File: src/rtl/uop_dispatch_ctrl.sv
module uop_dispatch_ctrl #(
  parameter int DISP_W = 4,
  parameter int UOP_W  = 4,
  parameter int NRF    = 2,
  parameter int ROB_W  = 6,
  parameter int SCW    = 3
) (
  input  logic             clk,
  input  logic             rst_n,
  input  logic             in_valid,
  input  logic [UOP_W-1:0] in_uops,
  input  logic             in_zero_lat,
  input  logic             in_dep_break,
  input  logic [NRF-1:0]   rf_busy,
  input  logic [ROB_W-1:0] rob_free,
  input  logic             sched_ready,
  input  logic [SCW-1:0]   sched_code,
  output logic             dispatch,
  output logic             rsv_req,
  output logic [UOP_W-1:0] rsv_uops,
  output logic             reg_alloc_en,
  output logic [1:0]       stall_cause,
  output logic [SCW-1:0]   stall_sched_code
);
  localparam int AW = $clog2(DISP_W + 1);
  localparam int CW = (UOP_W > AW) ? UOP_W : AW;
  localparam int RW = (UOP_W > ROB_W) ? UOP_W : ROB_W;
  localparam logic [UOP_W-1:0] WIDTH_U = UOP_W'(DISP_W);
  localparam logic [AW-1:0]    WIDTH_A = AW'(DISP_W);
  localparam logic [1:0] CAUSE_NONE = 2'd0;
  localparam logic [1:0] CAUSE_RF   = 2'd1;
  localparam logic [1:0] CAUSE_ROB  = 2'd2;
  localparam logic [1:0] CAUSE_SCH  = 2'd3;

  logic [AW-1:0]    avail_q, avail_n;
  logic [UOP_W-1:0] carry_q, carry_post, carry_n;
  logic [UOP_W-1:0] eff;
  logic             big, bw_ok, rf_ref, rob_ref, sch_ref, offered;

  assign eff     = (in_uops == '0) ? UOP_W'(1) : in_uops;
  assign big     = eff > WIDTH_U;
  assign bw_ok   = (carry_q == '0) &&
                   (big ? (avail_q == WIDTH_A) : (CW'(avail_q) >= CW'(eff)));
  assign offered = in_valid && bw_ok;

  assign rf_ref  = |rf_busy;
  assign rob_ref = RW'(rob_free) < RW'(eff);
  assign sch_ref = !sched_ready;

  always_comb begin
    stall_cause = CAUSE_NONE;
    if (offered) begin
      if (rf_ref)       stall_cause = CAUSE_RF;
      else if (rob_ref) stall_cause = CAUSE_ROB;
      else if (sch_ref) stall_cause = CAUSE_SCH;
    end
  end

  assign dispatch         = offered && !rf_ref && !rob_ref && !sch_ref;
  assign rsv_req          = dispatch;
  assign rsv_uops         = dispatch ? eff : '0;
  assign reg_alloc_en     = dispatch && !(in_zero_lat && in_dep_break);
  assign stall_sched_code = (stall_cause == CAUSE_SCH) ? sched_code : '0;

  assign carry_post = (dispatch && big) ? (eff - WIDTH_U) : carry_q;

  always_comb begin
    if (carry_post >= WIDTH_U) begin
      avail_n = '0;
      carry_n = carry_post - WIDTH_U;
    end else begin
      avail_n = WIDTH_A - AW'(carry_post);
      carry_n = '0;
    end
  end

  always_ff @(posedge clk) begin
    if (!rst_n) begin
      avail_q <= WIDTH_A;
      carry_q <= '0;
    end else begin
      avail_q <= avail_n;
      carry_q <= carry_n;
    end
  end
endmodule


File: config.mk
export PLATFORM = sky130hd
export DESIGN_NAME = uop_dispatch_ctrl
export DESIGN_NICKNAME = d
export VERILOG_FILES = /design/src/rtl/uop_dispatch_ctrl.sv
export SDC_FILE = /design/constraint.sdc
export NUM_CORES = 1
export LEC_CHECK = 0
export ABC_AREA = 1
export BUFFER_PORTS_ARGS = -buffer_cell sky130_fd_sc_hd__buf_4
export CELL_PAD_IN_SITES_DETAIL_PLACEMENT = 1
export CELL_PAD_IN_SITES_GLOBAL_PLACEMENT = 1
export CORE_AREA = 2 2 54 56
export DETAILED_ROUTE_END_ITERATION = 16
export DIE_AREA = 0 0 56 58
export GPL_TIMING_DRIVEN = 0
export PLACE_DENSITY_LB_ADDON = 0.1
export SLEW_MARGIN = 20
export SYNTH_ARGS = -nofsm -noshare
export SYNTH_HDL_FRONTEND = slang
export SYNTH_SLANG_ARGS = --single-unit
File: constraint.sdc
create_clock -name clk -period 3.3 [get_ports clk]
set_input_delay 0.66 -clock clk [delete_from_list [all_inputs] [get_ports clk]]
set_output_delay 0.66 -clock clk [all_outputs]
set_load 0.05 [all_outputs]
==> flow_metrics.py <==
metrics = {
    "status": {
        "outcome": "finished, violations left",
        "violations": "negative setup slack",
    },
    "setup_path": {
        "start_kind": "input pin",
        "crit_required_ns": 2.64,
        "critPathKind": "in2out",
        "worstPathMaxFanout": 5,
        "critPathCaptureType": "output port",
        "arrival_ns": 2.67,
    },
    "synthesis": {
        "netlist_top_cells_count": "inv_1, nand2_1, nor2_1",
        "yosys_most_used_dff": "dfxtp_1",
        "synth_nets": 151,
        "yosysMostFrequentCell": "inv_1",
        "yosys-top-cells-area": "dfxtp_1, ha_1, inv_1",
        "async_flop_share_pct": 0,
        "synth-seq-cells": 7,
        "synth_edf_count": 0,
        "syn_area_um2": 754,
        "synthCells": 120,
        "yosysSeqAreaShare_pct": 18.6,
        "syn_avg_cell_area_um2": 6.29,
        "ys_warn_count": 0,
        "yosysTopAreaCellShare_pct": 18.6,
        "yosysUniqueCellTypes": 20,
        "post-synth-top-area-cell": "dfxtp_1",
    },
    "floorplanning": {
        "start_util_pct": 28.3,
        "core_area_mm2": 0.00266,
        "rows": 19,
        "die_area_mm2": 0.00325,
        "ios": 33,
        "dieWidth_um": 56,
        "fp.dieH_um": 58,
    },
    "power_and_ir_drop": {
        "pwr-share-comb_pct": 53.4,
        "switching_share_pct": 39.5,
        "clkPwrFrac_pct": 20.1,
        "power.internal_mw": 0.227,
        "seq_power_share_pct": 26.5,
        "p_sw_mw": 0.148,
        "ir_worst_vdd_mv": 0.244,
        "power_density_mw_per_mm2": 273,
        "finalPower_mw": 0.375,
        "leakagePower_nw": 0.672,
    },
    "sta": {
        "skew_ns": 0.00237,
        "drv_slew": 0,
        "fmax_ghz": 0.300,
        "min_period_over_period_pct": 101,
        "timing.hold.ws_ns": 0.562,
        "setup_violations": 3,
        "rsz0062_at_grt": "true",
        "tightest_slew_ns": 0.302,
        "fin_ws_ns": -0.0311,
        "slew_headroom_pct": 79.9,
        "finalHoldViolCount": 0,
        "min_period_ns": 3.33,
    },
    "place": {
        "dp.final_hpwl_um": 1700,
        "placed_cells": 183,
        "place_area_mm2": 0.00117,
        "gp_congestion": 0.709,
        "pre_cts_ws_ns": -0.387,
        "portBuffers": 32,
    },
    "clocking": {
        "cts_root_buf": "clkbuf_4",
        "cts_hold_buf": 0,
        "clk_path_buf_depth": 2,
        "clock_latency_ns": 0.25,
        "cts_tree": "done",
        "htreeDepth": 1,
        "cts_sinks": 7,
        "path_clk_slew_ns": 0.05,
        "numCtsBuffers": 3,
    },
    "drt": {
        "drc_errors": 0,
        "viasPerCell": 4.35,
        "dr.first_iter.drc_count": 6,
        "avgRoutedWirePerCell_um": 10.7,
        "first_pass_iters": 4,
        "routed_wl_um": 2110,
        "vias": 856,
        "detail-route-antenna-nets": 0,
    },
    "flow_run": {
        "max_cap_violations": 0,
    },
    "finish": {
        "regArea_um2": 140,
        "final-instance-count-excl-fill": 197,
        "final_nets": 198,
        "antennaDiodeCount": 0,
        "multi_input_area_um2": 657,
        "fillers": 340,
        "stdcell_area_mm2": 0.00138,
        "syn_to_final_growth_pct": 82.3,
        "drive_gt1_share_pct": 53.0,
    },
    "grt": {
        "grt_overflow": 0,
        "busiest_layer": "met2",
        "grt_pass1_wl_um": 3730,
        "antenna_found_initial": 0,
        "grt_usage_pct": 14.4,
        "gr-usage-met1_pct": 16.2,
        "grt_max_degree": 6,
        "use_met2_pct": 27.1,
        "grt_pass1_vias": 881,
        "grt_use_met3_pct": 1.56,
    },
    "worst_hold_path": {
        "hold_path.class": "reg2reg",
    },
}
critical path, cell delays in order:
cell	delay [ns]
buf_12	0.09
inv_12	0.03
ha_4	0.17
inv_4	0.06
o21ai_4	0.06
ha_4	0.27
inv_2	0.02
nand2_1	0.04
nand2_1	0.04
nand2_1	0.05
nand2_1	0.05
nand2_1	0.05
nand2_1	0.04
nand2_1	0.07
nand2_2	0.07
nor2_4	0.10
inv_2	0.07
nor2_4	0.11
clkinvlp_4	0.24
a21oi_4	0.19
buf_6	0.17
registers in the layout, summed over array words and instances, names as in the netlist:
register,cells
avail_q,3
carry_q,4
cell type report:
type	count	area share, %
repair buffers	42	26.4
multi-input cells	81	47.8
inverters	31	10.4
clock buffers	4	1.91
plain buffers	1	0.546
flip-flops and latches	7	10.2
well taps	31	2.82
power groups by stage:
stage,Sequential [mW],Clock [mW],Combinational (mW)
after global routing,0.101,0.0898,0.221
after global placement,0.101,0,0.174
after detailed placement,0.101,0,0.177
after CTS,0.0994,0.0804,0.200
after floorplan,0.100,0,0.125
final,0.0994,0.0752,0.200
cells in the final DEF (no fill, tap or decap), drive strengths merged:
cell type and instances:
buf 43, inv 30, nand2 29, nor2 23, ha 10, nand3 8, dfxtp 7, a21oi 5
clkbuf 4, nand4 2, o21ai 1, or2 1, a211oi 1, o21bai 1, clkinvlp 1
routing by layer:
metal	part of all wire, %	vias up
li1	-	449
met2	55	19
met5	0	-
met3	3.7	2
met4	0.66	0
met1	40	386
cell families after synthesis:
kind of cell    Yosys count  share of synthesized area [%]
buf+inv                  32                           16.4
flops                     7                           18.6
fa+ha+maj                10                           16.6
simple gates             63                           41.0
compound gates            8                           7.46
final timing paths:
kind                 endpoint  cells past startpoint       start  slack (ns)
setup reg to reg   avail_q[2]                     24  avail_q[0]        0.96
setup / recovery  rsv_uops[0]                     21  in_uops[3]       -0.03
hold / removal     carry_q[0]                      4  carry_q[0]        0.56
hold reg to reg    carry_q[0]                      4  carry_q[0]        0.56
metrics by stage:
step	util, %	setup TNS (ns)
after floorplan	-	-1.76
after global placement	44.1	-1.90
after detailed placement	44.1	-2.26
after CTS	50.8	-0.136
after global routing	51.6	-0.919
final	51.6	-0.0563
timing repair:
item	CTS	global route
setup endpoints to repair	9	8
cloned	0	0
pin swaps	11	2
resized for setup	18	2
setup buffers	8	2
No activity file was read; power rests on OpenSTA's default activity.
